===== src/rtl/uart_dbuf_pkg.sv =====
package uart_dbuf_pkg;

  localparam int unsigned BYTE_W = 8;

  // status bit positions (decoded by software)
  localparam int unsigned ST_READY = 0;
  localparam int unsigned ST_SHIFT_EMPTY = 1;
  localparam int unsigned ST_HOLD_EMPTY = 2;
  localparam int unsigned ST_OVERRUN = 4;

  // control -> datapath strobes
  typedef struct packed {
    logic txStart;
    logic [BYTE_W-1:0] txByte;
  } ctlStrobe_t;

  // datapath -> control events
  typedef struct packed {
    logic txDone;
    logic rxValid;
    logic [BYTE_W-1:0] rxByte;
  } dpEvent_t;

endpackage


===== src/rtl/uart_dbuf_dp.sv =====
module uart_dbuf_dp
  import uart_dbuf_pkg::*;
#(
  parameter int unsigned BAUD_CLKS = 16
) (
  input  logic       clk,
  input  logic       rstN,
  input  ctlStrobe_t ctl,
  output dpEvent_t   evt,
  input  logic       rxIn,
  output logic       txOut
);

  localparam int unsigned CW = (BAUD_CLKS > 2) ? $clog2(BAUD_CLKS) : 1;
  localparam int unsigned HALF = BAUD_CLKS / 2;
  localparam int unsigned FRAME_BITS = BYTE_W + 2;
  localparam int unsigned BW = $clog2(FRAME_BITS);
  localparam logic [CW-1:0] LAST_TICK = CW'(BAUD_CLKS - 1);
  localparam logic [CW-1:0] MID_TICK = CW'(HALF - 1);
  localparam logic [BW-1:0] STOP_IDX = BW'(FRAME_BITS - 1);

  // ---------------- transmitter ----------------
  logic [FRAME_BITS-1:0] txShift;
  logic txActive;
  logic [CW-1:0] txCnt;
  logic [BW-1:0] txBit;
  logic txDone;

  assign txDone = txActive && (txCnt == LAST_TICK) && (txBit == STOP_IDX);
  assign txOut = txActive ? txShift[0] : 1'b1;

  always_ff @(posedge clk or negedge rstN) begin
    if (!rstN) begin
      txShift <= '1;
      txActive <= 1'b0;
      txCnt <= '0;
      txBit <= '0;
    end else if (ctl.txStart) begin
      txShift <= {1'b1, ctl.txByte, 1'b0};
      txActive <= 1'b1;
      txCnt <= '0;
      txBit <= '0;
    end else if (txActive) begin
      if (txCnt == LAST_TICK) begin
        txCnt <= '0;
        if (txBit == STOP_IDX) begin
          txActive <= 1'b0;
        end else begin
          txShift <= {1'b1, txShift[FRAME_BITS-1:1]};
          txBit <= txBit + 1'b1;
        end
      end else begin
        txCnt <= txCnt + 1'b1;
      end
    end
  end

  // ---------------- receiver ----------------
  logic [2:0] rxSync;
  logic rxLine;
  logic rxBusy;
  logic [CW-1:0] rxCnt;
  logic [BW-1:0] rxBit;
  logic [BYTE_W-1:0] rxShift;
  logic rxValidR;
  logic [BYTE_W-1:0] rxByteR;

  assign rxLine = rxSync[1];

  always_ff @(posedge clk or negedge rstN) begin
    if (!rstN) begin
      rxSync <= '1;
      rxBusy <= 1'b0;
      rxCnt <= '0;
      rxBit <= '0;
      rxShift <= '0;
      rxValidR <= 1'b0;
      rxByteR <= '0;
    end else begin
      rxSync <= {rxSync[1:0], rxIn};
      rxValidR <= 1'b0;
      if (!rxBusy) begin
        // a start is a falling edge only, so a held-low line never retriggers
        if (rxSync[2] && !rxLine) begin
          rxBusy <= 1'b1;
          rxCnt <= '0;
          rxBit <= '0;
        end
      end else if (rxBit == '0) begin
        if (rxCnt == MID_TICK) begin
          rxCnt <= '0;
          if (rxLine) rxBusy <= 1'b0;  // false start
          else rxBit <= 1'b1;
        end else begin
          rxCnt <= rxCnt + 1'b1;
        end
      end else if (rxCnt == LAST_TICK) begin
        rxCnt <= '0;
        if (rxBit == STOP_IDX) begin
          rxBusy <= 1'b0;
          if (rxLine) begin
            rxValidR <= 1'b1;
            rxByteR <= rxShift;
          end
        end else begin
          rxShift <= {rxLine, rxShift[BYTE_W-1:1]};
          rxBit <= rxBit + 1'b1;
        end
      end else begin
        rxCnt <= rxCnt + 1'b1;
      end
    end
  end

  assign evt.txDone = txDone;
  assign evt.rxValid = rxValidR;
  assign evt.rxByte = rxByteR;

  // control must never restart a frame in flight
  assert_no_restart_R2: assert property (@(posedge clk) disable iff (!rstN)
    ctl.txStart |-> (!txActive || txDone));
  // last cycle of every frame is the high stop bit
  assert_stop_high_R5: assert property (@(posedge clk) disable iff (!rstN)
    txDone |-> txOut);
  // a byte is only delivered after a high stop sample
  assert_good_stop_R11: assert property (@(posedge clk) disable iff (!rstN)
    rxValidR |-> $past(rxLine));

endmodule


===== src/rtl/uart_dbuf_ctrl.sv =====
module uart_dbuf_ctrl
  import uart_dbuf_pkg::*;
#(
  parameter int unsigned ADDR_W = 12,
  parameter logic [ADDR_W-1:0] DATA_OFF = 'h070,
  parameter logic [ADDR_W-1:0] STAT_OFF = 'h074
) (
  input  logic              clk,
  input  logic              rstN,
  input  logic              wrEn,
  input  logic              rdEn,
  input  logic [ADDR_W-1:0] addr,
  input  logic [31:0]       wrData,
  output logic [31:0]       rdData,
  input  dpEvent_t          evt,
  output ctlStrobe_t        ctl,
  output logic              irq
);

  logic dataReady, shiftEmpty, holdEmpty, overrun;
  logic [BYTE_W-1:0] holdReg;
  logic [BYTE_W-1:0] rxData;
  logic wrDat, wrStat, rdDat;
  logic [31:0] statWord;

  assign wrDat = wrEn && (addr == DATA_OFF);
  assign wrStat = wrEn && (addr == STAT_OFF);
  assign rdDat = rdEn && (addr == DATA_OFF);

  // pick the byte that enters the shift stage this cycle, if any
  always_comb begin
    ctl = '0;
    if (wrDat && shiftEmpty) begin
      ctl.txStart = 1'b1;
      ctl.txByte = wrData[BYTE_W-1:0];
    end else if (evt.txDone && !holdEmpty) begin
      ctl.txStart = 1'b1;
      ctl.txByte = holdReg;
    end else if (evt.txDone && wrDat) begin
      // write lands on the closing cycle of a frame with nothing held
      ctl.txStart = 1'b1;
      ctl.txByte = wrData[BYTE_W-1:0];
    end
  end

  always_comb begin
    statWord = '0;
    statWord[ST_READY] = dataReady;
    statWord[ST_SHIFT_EMPTY] = shiftEmpty;
    statWord[ST_HOLD_EMPTY] = holdEmpty;
    statWord[ST_OVERRUN] = overrun;
  end

  always_comb begin
    rdData = '0;
    if (rdEn) begin
      if (addr == DATA_OFF) rdData = {{(32 - BYTE_W){1'b0}}, rxData};
      else if (addr == STAT_OFF) rdData = statWord;
    end
  end

  always_ff @(posedge clk or negedge rstN) begin
    if (!rstN) begin
      dataReady <= 1'b0;
      shiftEmpty <= 1'b1;
      holdEmpty <= 1'b1;
      overrun <= 1'b0;
      holdReg <= '0;
      rxData <= '0;
      irq <= 1'b0;
    end else begin
      if (wrStat) begin
        shiftEmpty <= 1'b0;
        holdEmpty <= 1'b0;
        overrun <= 1'b0;
      end
      // frame end: drain holding stage or go idle
      if (evt.txDone) begin
        if (!holdEmpty) holdEmpty <= 1'b1;
        else if (!wrDat) shiftEmpty <= 1'b1;
      end
      if (wrDat) begin
        if (shiftEmpty) begin
          shiftEmpty <= 1'b0;
        end else if (!(evt.txDone && holdEmpty)) begin
          holdReg <= wrData[BYTE_W-1:0];
          holdEmpty <= 1'b0;
        end
      end
      if (rdDat) dataReady <= 1'b0;
      if (evt.rxValid) begin
        rxData <= evt.rxByte;
        dataReady <= 1'b1;
        if (dataReady) overrun <= 1'b1;
      end
      irq <= evt.txDone | evt.rxValid;
    end
  end

  assert_hold_needs_busy_R3: assert property (@(posedge clk) disable iff (!rstN)
    !holdEmpty |-> !shiftEmpty);
  assert_rx_sets_ready_R6: assert property (@(posedge clk) disable iff (!rstN)
    evt.rxValid |=> dataReady);
  assert_overrun_R6: assert property (@(posedge clk) disable iff (!rstN)
    (evt.rxValid && dataReady) |=> overrun);
  assert_read_clears_R7: assert property (@(posedge clk) disable iff (!rstN)
    (rdDat && !evt.rxValid) |=> !dataReady);
  assert_stat_write_R8: assert property (@(posedge clk) disable iff (!rstN)
    (wrStat && !evt.txDone && !evt.rxValid) |=> (!overrun && !holdEmpty && !shiftEmpty && $stable(dataReady)));
  assert_irq_pulse_R9: assert property (@(posedge clk) disable iff (!rstN)
    (evt.txDone || evt.rxValid) |=> irq);

endmodule


===== src/rtl/uart_dbuf.sv =====
module uart_dbuf
  import uart_dbuf_pkg::*;
#(
  parameter int unsigned BAUD_CLKS = 16,
  parameter int unsigned ADDR_W = 12,
  parameter logic [ADDR_W-1:0] DATA_OFF = 'h070,
  parameter logic [ADDR_W-1:0] STAT_OFF = 'h074
) (
  input  logic              clk,
  input  logic              rstN,
  input  logic              wrEn,
  input  logic              rdEn,
  input  logic [ADDR_W-1:0] addr,
  input  logic [31:0]       wrData,
  output logic [31:0]       rdData,
  input  logic              rxIn,
  output logic              txOut,
  output logic              irq
);

  ctlStrobe_t ctl;
  dpEvent_t evt;

  uart_dbuf_ctrl #(
    .ADDR_W(ADDR_W), .DATA_OFF(DATA_OFF), .STAT_OFF(STAT_OFF)
  ) u_ctrl (
    .clk(clk), .rstN(rstN), .wrEn(wrEn), .rdEn(rdEn), .addr(addr),
    .wrData(wrData), .rdData(rdData), .evt(evt), .ctl(ctl), .irq(irq)
  );

  uart_dbuf_dp #(.BAUD_CLKS(BAUD_CLKS)) u_dp (
    .clk(clk), .rstN(rstN), .ctl(ctl), .evt(evt), .rxIn(rxIn), .txOut(txOut)
  );

endmodule


===== config.mk =====
export PLATFORM = sky130hd
export DESIGN_NAME = uart_dbuf
export DESIGN_NICKNAME = d
export VERILOG_FILES = /design/src/rtl/uart_dbuf_pkg.sv /design/src/rtl/uart_dbuf_dp.sv /design/src/rtl/uart_dbuf_ctrl.sv /design/src/rtl/uart_dbuf.sv
export SDC_FILE = /design/constraint.sdc
export NUM_CORES = 1
export LEC_CHECK = 0
export BUFFER_PORTS_ARGS = -buffer_cell sky130_fd_sc_hd__buf_2
export CAP_MARGIN = 20
export CORE_ASPECT_RATIO = 0.8
export CORE_UTILIZATION = 48
export DETAILED_ROUTE_END_ITERATION = 7
export GPL_TIMING_DRIVEN = 0
export PLACE_DENSITY = 0.72
export SKIP_CTS_REPAIR_TIMING = 1
export SLEW_MARGIN = 0
export SYNTH_ARGS = -nofsm -noshare
export SYNTH_HDL_FRONTEND = slang
export SYNTH_HIERARCHICAL = 1
export SYNTH_SLANG_ARGS = --single-unit

===== constraint.sdc =====
create_clock -name clk -period 2.4 [get_ports clk]
set_input_delay 0.24 -clock clk [delete_from_list [all_inputs] [get_ports clk]]
set_output_delay 0.24 -clock clk [all_outputs]
set_load 0.03 [all_outputs]

==> impl_metrics.env, run 1 <==
export IMPL_drt_pass1_iterations=5
export IMPL_grt_util_all_layers_pct=16.6
export IMPL_grt_pass1_wl_um=10100
export IMPL_gr_total_overflow=0
export IMPL_syn_to_final_growth_pct=19.4
export IMPL_dieArea_um2=7600
export IMPL_cts_path_max_buffers=2
export IMPL_layout_nets=427
export IMPL_cts_buffers=9
export IMPL_drv_cap=0
export IMPL_drc_errors=0
export IMPL_gp_congestion=0.766
export IMPL_clk_latency_ps=330
export IMPL_ys_seq_area_share_pct=49.4
export IMPL_drive_above_1_share_pct=34.4
export IMPL_power_leakage_nw=2.07
export IMPL_root_buffer="clkbuf_8"
export IMPL_period_share_pct=93.4
export IMPL_power_w=0.00278
export IMPL_die_h_um=78.2
export IMPL_synth_cell_types=55
export IMPL_clk_pin_slew_ps=70
export IMPL_rrSetupSlack_ps=160
export IMPL_cp_slowest_cell="dfrtp_1"
export IMPL_powerDensity_nw_per_um2=669
export IMPL_grt_pass1_vias=2212
export IMPL_peakVddDrop_mv=0.319
export IMPL_violations="negative hold slack"
export IMPL_grt_max_degree=69
export IMPL_async_flop_share_pct=100
export IMPL_r2r_cells=12
export IMPL_fin_crit_ps=2240
export IMPL_hp_class="in -> async"
export IMPL_cts_sink_count=68
export IMPL_synthCells=298
export IMPL_r2r_start="u_dp/txBit[1]$_DFFE_PN0P_"
export IMPL_core_um2=6960
export IMPL_initial_utilization_pct=50.1
export IMPL_crit_fanout=8
export IMPL_vias_per_cell=4.96
export IMPL_h_tree_depth=3
export IMPL_critical_path_cell_chain="inv_1, ha_1, and3b_2, nor3b_4, buf_4, inv_1, o21ai_4, nor3b_4, buf_4, a22o_1, nand2_1, o21ai_0"
export IMPL_start_kind="register"
export IMPL_wire_per_inst_um=13.0
export IMPL_fin_hold_ws_ps=-11.3
export IMPL_hold_viol=7
export IMPL_ys_ff_latch=68
export IMPL_antenna_found_initial=0
export IMPL_avgSynthCellArea_um2=11.7
export IMPL_fin_skew_ps=8.65
export IMPL_syn_area_um2=3480
export IMPL_worst_slew_pin_slew_ps=831
export IMPL_numPortBuffers=34
export IMPL_finalSetupViolCount=0
export IMPL_tritoncts="built"
export IMPL_r2r_end="u_dp/txShift[1]$_DFFE_PN1P_"
export IMPL_relSlewSlack_pct=44.6
export IMPL_fmax_mhz=446
export IMPL_ant_nets=0
export IMPL_routed_via_count=2293
export IMPL_dr_first_iter_drc_count=59
export IMPL_dpl_cell_area_um2=3850
export IMPL_finalWirelength_um=6010
export IMPL_slew_violations=0
export IMPL_dieWidth_um=97.2
export IMPL_hpwl_um=4270
export IMPL_worst_setup_path_type="reg -> reg"
export IMPL_n_antenna_cell=0
export IMPL_rows=27
export IMPL_arrival_ps=2500
export IMPL_design_area_um2=4160
export IMPL_required_ps=2660
export IMPL_endpoint_kind="register"
export IMPL_ys_flop_type="dfrtp_1"
export IMPL_ys_warn_count=6
export IMPL_num_io_pins=83
export IMPL_synth_edf_count=0
export IMPL_critPathMaxStageDelay_ps=420
export IMPL_status="finished with violations"
[synth_stat cells (2+ instances only)]
cell | n | area share (%)
dfrtp_1 | 54 | 39
buf_4 | 28 | 6.0
nand2_1 | 19 | 2.0
mux2_1 | 15 | 4.8
nor2_1 | 15 | 1.6
dfstp_2 | 14 | 11
mux2i_1 | 14 | 4.0
o21ai_0 | 12 | 1.7
a22o_1 | 11 | 2.8
inv_1 | 9 | 0.97
mux2_2 | 9 | 2.9
mux2_4 | 8 | 3.4
a21oi_1 | 7 | 1.0
ha_1 | 7 | 2.5
nand3_1 | 6 | 0.86
and2_1 | 5 | 0.90
clkbuf_1 | 5 | 0.54
o21ai_1 | 5 | 0.72
xnor2_1 | 5 | 1.3
and3b_1 | 3 | 0.75
nor2b_1 | 3 | 0.54
nor3b_2 | 3 | 1.1
a31oi_1 | 2 | 0.36
and4b_1 | 2 | 0.57
buf_2 | 2 | 0.29
nand2b_1 | 2 | 0.36
nand3b_1 | 2 | 0.43
nand4_1 | 2 | 0.36
nor3_4 | 2 | 0.93
nor4b_1 | 2 | 0.50
[placed cells by master, fill, tap and decap left out, drive strengths merged, types with 2 or more instances in the layout]
cell type / n
nand3: 6
nand2b: 2
inv: 9
dfrtp: 54
clkinv: 2
nor4: 2
clkbuf: 14
conb: 24
dfstp: 14
and4b: 2
bufinv: 2
nor4b: 3
buf: 71
xnor2: 5
a22o: 11
a31oi: 2
nor2b: 3
nor3b: 4
nor2: 15
nand2: 20
o21ai: 17
and3b: 3
nand4: 3
ha: 7
a21oi: 7
mux2i: 14
nor3: 3
and2: 5
mux2: 32
nand3b: 2
[worst max-delay path: cells and delay by family, from the launching register on]
family	cells	cell delay [ps]
buffers and inverters	4	490
AOI/OAI and AO/OA	3	440
DFF	1	420
and+or+nand+nor	4	660
adders and majority gates	1	140
[cells by family (layout without fill, tap and decap cells)]
kind of cell | after synthesis | in the layout | share of synthesized area, %
flops | 68 | 68 | 49.4
mux | 46 | 46 | 15.2
simple gates | 77 | 77 | 14.1
compound gates | 48 | 48 | 9.23
buf+inv | 45 | 99 | 7.94
xor+xnor | 6 | 6 | 1.51
other cells | 1 | 24 | 0.108
fa+ha+maj | 7 | 7 | 2.51
[flip-flops by register name, indices dropped and copies added (netlist names), 3 cells and up]
signal	flops
u_dp/txShift	9
u_dp/rxBit	4
u_dp/rxCnt	4
u_dp/txBit	4
u_dp/txCnt	4
u_dp/rxSync	3
u_dp/rxByteR	8
u_ctrl/rxData	8
u_ctrl/holdReg	8
u_dp/rxShift	8
[routing by layer]
layer | vias up | track usage, % | part of all wire [%]
li1 | 1151 | - | -
met1 | 1087 | 20.4 | 45
met2 | 47 | 28.3 | 50
met3 | 8 | 5.97 | 4.3
met4 | 0 | 3.97 | 1.2
met5 | - | 0 | 0
[cell type report]
type,count,area [um^2]
Clock buffer,11,141
Fill cell,580,2800
Timing Repair Buffer,39,225
Tap cell,87,109
Inverter,9,33.8
Sequential cell,68,1720
Buffer,36,254
Multi-Input combinational cell,208,1600
Clock inverter,4,73.8
[worst max path at each step]
stage	start	cells past startpoint	endpoint
2_1_floorplan	u_dp/txBit[1]$_DFFE_PN0P_	11	u_dp/txShift[1]$_DFFE_PN1P_
5_1_grt	u_dp/txBit[1]$_DFFE_PN0P_	12	u_dp/txShift[4]$_DFFE_PN1P_
3_5_place_dp	u_dp/txBit[1]$_DFFE_PN0P_	11	u_dp/txShift[3]$_DFFE_PN1P_
4_1_cts	u_dp/txBit[1]$_DFFE_PN0P_	11	u_dp/txShift[3]$_DFFE_PN1P_
6_report	u_dp/txBit[1]$_DFFE_PN0P_	12	u_dp/txShift[1]$_DFFE_PN1P_
3_3_place_gp	u_dp/txBit[1]$_DFFE_PN0P_	11	u_dp/txShift[5]$_DFFE_PN1P_
[through the flow]
step	util, %	cells	setup TNS [ps]	setup WS (ps)
final	59.8	462	0	158
after detailed placement	55.3	442	-6240	-439
after floorplan	-	321	0	51.0
after global routing	59.8	462	-3.69	-2.18
after global placement	55.3	442	-3590	-282
after CTS	58.4	457	-6910	-466
[where the power goes]
part           total, W  switching [W]  internal [W]
registers       0.00129      0.0000707       0.00122
logic          0.000472       0.000269      0.000203
clock network   0.00102       0.000417      0.000608
total           0.00278       0.000756       0.00203
Power figures use the tool's default switching activity.
==> run 2: changes to the inputs <==
--- a/config.mk
+++ b/config.mk
@@ -8,10 +8,10 @@
 export BUFFER_PORTS_ARGS = -buffer_cell sky130_fd_sc_hd__buf_2
 export CAP_MARGIN = 20
 export CORE_ASPECT_RATIO = 0.8
-export CORE_UTILIZATION = 48
+export CORE_UTILIZATION = 54
 export DETAILED_ROUTE_END_ITERATION = 7
 export GPL_TIMING_DRIVEN = 0
-export PLACE_DENSITY = 0.72
+export PLACE_DENSITY = 0.76
 export SKIP_CTS_REPAIR_TIMING = 1
 export SLEW_MARGIN = 0
 export SYNTH_ARGS = -nofsm -noshare
==> constraint.sdc (replaced) <==
create_clock -name clk -period 2.3 [get_ports clk]
set_input_delay 0.23 -clock clk [delete_from_list [all_inputs] [get_ports clk]]
set_output_delay 0.23 -clock clk [all_outputs]
set_load 0.03 [all_outputs]
==> run 2 against run 1 <==
Against the previous run: the flow still finishes with violations (negative hold slack); utilization up 11 points; setup slack got worse by 150 ps; global-route usage up 3.0 points; sequential power rose by 5%; critical path depth fell by 2; sequential share of layout area is 1.0 points lower; critical endpoint is now u_ctrl/holdReg[0]$_DFFE_PN0P_; largest cell class unchanged.
==> impl_metrics.env, run 2 (synthesized netlist as in run 1, its figures left out) <==
export IMPL_vias_per_cell=5.07
export IMPL_dieWidth_um=91.8
export IMPL_cts_sink_count=68
export IMPL_power_leakage_nw=2.13
export IMPL_drv_cap=0
export IMPL_worst_setup_path_type="reg -> reg"
export IMPL_hpwl_um=4320
export IMPL_largest_reg_flops=9
export IMPL_wire_per_inst_um=13.6
export IMPL_cts_path_max_buffers=2
export IMPL_finalSetupViolCount=0
export IMPL_grt_pass1_wl_um=10300
export IMPL_fin_ws_ps=12.4
export IMPL_dr_first_iter_drc_count=127
export IMPL_hp_class="in -> async"
export IMPL_power_share_switching_pct=28.2
export IMPL_core_um2=6070
export IMPL_ant_nets=0
export IMPL_gr_total_overflow=0
export IMPL_peakVddDrop_mv=0.643
export IMPL_p_sw_w=0.000826
export IMPL_syn_to_final_growth_pct=22.5
export IMPL_worst_slew_pin_slew_ps=829
export IMPL_slew_violations=0
export IMPL_dieArea_um2=6780
export IMPL_grt_pass1_vias=2242
export IMPL_root_buffer="clkbuf_8"
export IMPL_clk_latency_ps=350
export IMPL_fin_skew_ps=5.42
export IMPL_r2r_cells=10
export IMPL_arrival_ps=2510
export IMPL_fin_crit_ps=2290
export IMPL_rows=25
export IMPL_n_antenna_cell=0
export IMPL_relSlewSlack_pct=44.7
export IMPL_drt_pass1_iterations=4
export IMPL_period_share_pct=99.5
export IMPL_internal_power_w=0.00210
export IMPL_grt_util_all_layers_pct=19.6
export IMPL_p_comb_share_pct=16.9
export IMPL_finalWirelength_um=6370
export IMPL_antenna_found_initial=0
export IMPL_layout_commonest_cell="dfrtp_1"
export IMPL_r2r_end="u_ctrl/holdReg[0]$_DFFE_PN0P_"
export IMPL_powerDensity_nw_per_um2=686
export IMPL_final_cell_mix="54 x dfrtp_1, 44 x buf_4, 35 x buf_2, 24 x conb_1, 18 x nand2_1"
export IMPL_fin_hold_ws_ps=-21.6
export IMPL_hold_viol=13
export IMPL_dp_slack_ps=-388
export IMPL_numPortBuffers=34
export IMPL_violations="negative hold slack"
export IMPL_tritoncts="built"
export IMPL_grt_max_degree=69
export IMPL_drc_errors=0
export IMPL_r2r_start="u_dp/txBit[1]$_DFFE_PN0P_"
export IMPL_endpoint_kind="register"
export IMPL_cts_buffers=9
export IMPL_postLayoutCoreUtil_pct=70.3
export IMPL_die_h_um=73.8
export IMPL_rrSetupSlack_ps=10
export IMPL_clk_pin_slew_ps=70
export IMPL_h_tree_depth=3
export IMPL_drive_above_1_share_pct=38.0
export IMPL_status="finished with violations"
export IMPL_gp_congestion=0.806
export IMPL_initial_utilization_pct=57.4
export IMPL_power_frac_seq_pct=46.0
export IMPL_routed_via_count=2371
export IMPL_crit_fanout=8
export IMPL_num_io_pins=83
export IMPL_layout_nets=438
export IMPL_start_kind="register"
export IMPL_required_ps=2530
export IMPL_clkPwrFrac_pct=37.1
export IMPL_fmax_mhz=437
export IMPL_regMostFlops="u_dp/txShift"
## run 2: cell count changes in the layout (fill, tap and decap cells not counted), moves of 2 or more
cell	before	now
inv_6	0	2
clkinvlp_4	0	2
buf_4	34	44
buf_6	0	2
## run 2: power by group through the flow
stage | Combinational [W] | Sequential (W) | Clock [W]
2_1_floorplan | 0.000378 | 0.00135 | 0
3_3_place_gp | 0.000467 | 0.00136 | 0
3_5_place_dp | 0.000492 | 0.00136 | 0
4_1_cts | 0.000496 | 0.00134 | 0.00111
5_1_grt | 0.000563 | 0.00136 | 0.00116
6_report | 0.000494 | 0.00135 | 0.00109
## run 2: worst max-delay path by stage
stage                         startpoint                             to  slack, ps  cells past startpoint
2_1_floorplan  u_dp/txBit[1]$_DFFE_PN0P_    u_dp/txShift[1]$_DFFE_PN1P_         70                     12
3_3_place_gp   u_dp/txBit[1]$_DFFE_PN0P_      u_dp/txCnt[1]$_DFFE_PN0P_       -300                     11
3_5_place_dp   u_dp/txBit[1]$_DFFE_PN0P_      u_dp/txBit[1]$_DFFE_PN0P_       -390                     11
4_1_cts        u_dp/txBit[1]$_DFFE_PN0P_      u_dp/txBit[1]$_DFFE_PN0P_       -420                     11
5_1_grt        u_dp/txBit[1]$_DFFE_PN0P_    u_dp/txShift[7]$_DFFE_PN1P_       -100                     11
6_report       u_dp/txBit[1]$_DFFE_PN0P_  u_ctrl/holdReg[0]$_DFFE_PN0P_         10                     10
## run 2: worst max-delay path, stage by stage, from the launching register on
cell        delay (ps)
dfrtp_1            410
inv_1               70
ha_1               140
and3b_2            210
nor3b_4            290
clkinvlp_4         220
o21ai_4            190
buf_4              150
nor3_4              50
buf_12             140
mux2_4             300
## run 2: routing by layer
metal  GRT usage (%)  routed length [um]
met1            24.1                2750
met2            33.9                3330
met3            6.00                 224
met4            5.73                  63
met5               0                   0
## run 2: layout make-up
cell class	count	area [um^2]
sequential	68	1720
buffer	35	250
clock inverter	7	98.8
timing repair buffer	51	319
tap	81	101
multi-input combinational	208	1620
inverter	9	37.5
fill	431	1800
clock buffer	9	124
## run 2: stage by stage
| stage | instances | TNS, ps | cell area, um^2 | total power (W) |
|---|---|---|---|---|
| 6_report | 468 | 0 | 4270 | 0.00293 |
| 5_1_grt | 468 | -1780 | 4270 | 0.00308 |
| 4_1_cts | 452 | -7540 | 4070 | 0.00295 |
| 3_5_place_dp | 436 | -6570 | 3850 | 0.00186 |
| 3_3_place_gp | 436 | -4720 | 3850 | 0.00183 |
| 2_1_floorplan | 321 | 0 | 3580 | 0.00172 |
==> run 3: changes to the inputs <==
--- a/config.mk
+++ b/config.mk
@@ -11,6 +11,7 @@
 export CORE_UTILIZATION = 54
 export DETAILED_ROUTE_END_ITERATION = 7
 export GPL_TIMING_DRIVEN = 0
+export HOLD_SLACK_MARGIN = 0.08
 export PLACE_DENSITY = 0.76
 export SKIP_CTS_REPAIR_TIMING = 1
 export SLEW_MARGIN = 0
==> run 3 against run 2 <==
Against the previous run: the run now ends clean; flip-flop and latch count stayed put; combinational power hardly changed; final area is 0.23% higher; clock skew hardly changed; hold slack better by 150 ps; setup slack worse by 1.6 ps; critical path depth stayed put; via count is 0.51% higher; sequential power hardly changed; register-to-register slack hardly changed; utilization is 0.16 points higher; critical path type unchanged.
==> impl_metrics.env, run 3 (synthesized netlist as in run 1, its figures left out) <==
export IMPL_status="finished clean"
export IMPL_endpoint_kind="register"
export IMPL_syn_to_final_growth_pct=22.8
export IMPL_gr_total_overflow=0
export IMPL_regMostFlops="u_dp/txShift"
export IMPL_postLayoutCoreUtil_pct=70.5
export IMPL_antenna_found_initial=0
export IMPL_fin_hold_ws_ps=133
export IMPL_dieArea_um2=6780
export IMPL_layout_commonest_cell="dfrtp_1"
export IMPL_peakVddDrop_mv=0.643
export IMPL_fmax_mhz=437
export IMPL_crit_fanout=8
export IMPL_rrSetupSlack_ps=10
export IMPL_fin_skew_ps=5.56
export IMPL_start_kind="register"
export IMPL_numPortBuffers=34
export IMPL_cts_path_max_buffers=2
export IMPL_final_cell_mix="54 x dfrtp_1, 44 x buf_4, 35 x buf_2, 24 x conb_1, 18 x nand2_1"
export IMPL_num_io_pins=83
export IMPL_dieWidth_um=91.8
export IMPL_grt_pass1_wl_um=10300
export IMPL_holdPathEnd="u_ctrl/holdReg[5]$_DFFE_PN0P_"
export IMPL_drive_above_1_share_pct=37.9
export IMPL_initial_utilization_pct=57.4
export IMPL_drc_errors=0
export IMPL_power_leakage_nw=2.13
export IMPL_hold_viol=0
export IMPL_r2r_end="u_ctrl/holdReg[0]$_DFFE_PN0P_"
export IMPL_hold_depth=2
export IMPL_grt_pass1_vias=2242
export IMPL_powerDensity_nw_per_um2=684
export IMPL_finalWirelength_um=6370
export IMPL_relSlewSlack_pct=45.0
export IMPL_grt_util_all_layers_pct=19.6
export IMPL_clk_pin_slew_ps=70
export IMPL_hp_start="wrData[5]"
export IMPL_hpwl_um=4320
export IMPL_drv_cap=0
export IMPL_largest_reg_flops=9
export IMPL_r2r_cells=10
export IMPL_slew_violations=0
export IMPL_clk_latency_ps=350
export IMPL_fillCellCount=430
export IMPL_finalSetupViolCount=0
export IMPL_cts_buffers=9
export IMPL_layout_nets=439
export IMPL_drt_pass1_iterations=4
export IMPL_required_ps=2530
export IMPL_h_tree_depth=3
export IMPL_ant_nets=0
export IMPL_wire_per_inst_um=13.6
export IMPL_routed_via_count=2383
export IMPL_fin_crit_ps=2290
export IMPL_rows=25
export IMPL_period_share_pct=99.5
export IMPL_arrival_ps=2520
export IMPL_worst_setup_path_type="reg -> reg"
export IMPL_worst_slew_pin_slew_ps=826
export IMPL_die_h_um=73.8
export IMPL_power_w=0.00293
export IMPL_dr_first_iter_drc_count=109
export IMPL_r2r_start="u_dp/txBit[1]$_DFFE_PN0P_"
export IMPL_core_um2=6070
export IMPL_vias_per_cell=5.08
export IMPL_n_antenna_cell=0
export IMPL_gp_congestion=0.806
export IMPL_cts_sink_count=68
export IMPL_grt_max_degree=69
export IMPL_tritoncts="built"
export IMPL_root_buffer="clkbuf_8"
export IMPL_hp_class="in -> reg"
==> run 3: cell count changes in the layout (fill, tap and decap cells not counted), sizes merged <==
cell and delta:
dlygate4sd3 +1
==> run 3: metrics by stage <==
step,instances,instance area [um^2],worst slack (ps),setup TNS [ps]
2_1_floorplan,321,3580,72.2,0
3_3_place_gp,436,3850,-297,-4720
3_5_place_dp,436,3850,-388,-6570
4_1_cts,452,4070,-418,-7540
5_1_grt,469,4280,-105,-1780
6_report,469,4280,10.8,0
==> run 3: final cells by class <==
| class | instances | area, um^2 | area share, % |
|---|---|---|---|
| multi-input cells | 208 | 1620 | 37.8 |
| well taps | 81 | 101 | 2.37 |
| clock inverters | 7 | 98.8 | 2.31 |
| clock buffers | 9 | 124 | 2.90 |
| plain buffers | 35 | 250 | 5.85 |
| flip-flops and latches | 68 | 1720 | 40.2 |
| repair buffers | 52 | 329 | 7.69 |
| inverters | 9 | 37.5 | 0.877 |
==> run 3: where the power goes <==
group          switching [W]  total [W]  internal [W]  leakage [nW]
combinational       0.000281   0.000496      0.000215          1.16
clock               0.000469    0.00109      0.000617         0.110
sequential         0.0000755    0.00135       0.00127         0.861
total               0.000826    0.00293       0.00210          2.13
==> run 3: how the worst max path moves through the flow <==
stage	startpoint	to	slack, ps
after floorplan	u_dp/txBit[1]$_DFFE_PN0P_	u_dp/txShift[1]$_DFFE_PN1P_	70
after global placement	u_dp/txBit[1]$_DFFE_PN0P_	u_dp/txCnt[1]$_DFFE_PN0P_	-300
after detailed placement	u_dp/txBit[1]$_DFFE_PN0P_	u_dp/txBit[1]$_DFFE_PN0P_	-390
after CTS	u_dp/txBit[1]$_DFFE_PN0P_	u_dp/txBit[1]$_DFFE_PN0P_	-420
after global routing	u_dp/txBit[1]$_DFFE_PN0P_	u_dp/txShift[7]$_DFFE_PN1P_	-100
final	u_dp/txBit[1]$_DFFE_PN0P_	u_ctrl/holdReg[0]$_DFFE_PN0P_	10
==> run 3: critical path, cell delays in order (launching register included) <==
cell and delay (ps):
dfrtp_1 410, inv_1 70, ha_1 140, and3b_2 210, nor3b_4 290, clkinvlp_4 220
o21ai_4 190, buf_4 150, nor3_4 50, buf_12 140, mux2_4 300
==> run 3: metal layers <==
metal,routed length (um),track usage (%),vias up
li1,-,-,1177
met1,2740,24.1,1161
met2,3350,33.9,36
met3,228,6.00,9
met4,57,5.73,0
met5,0,0,-
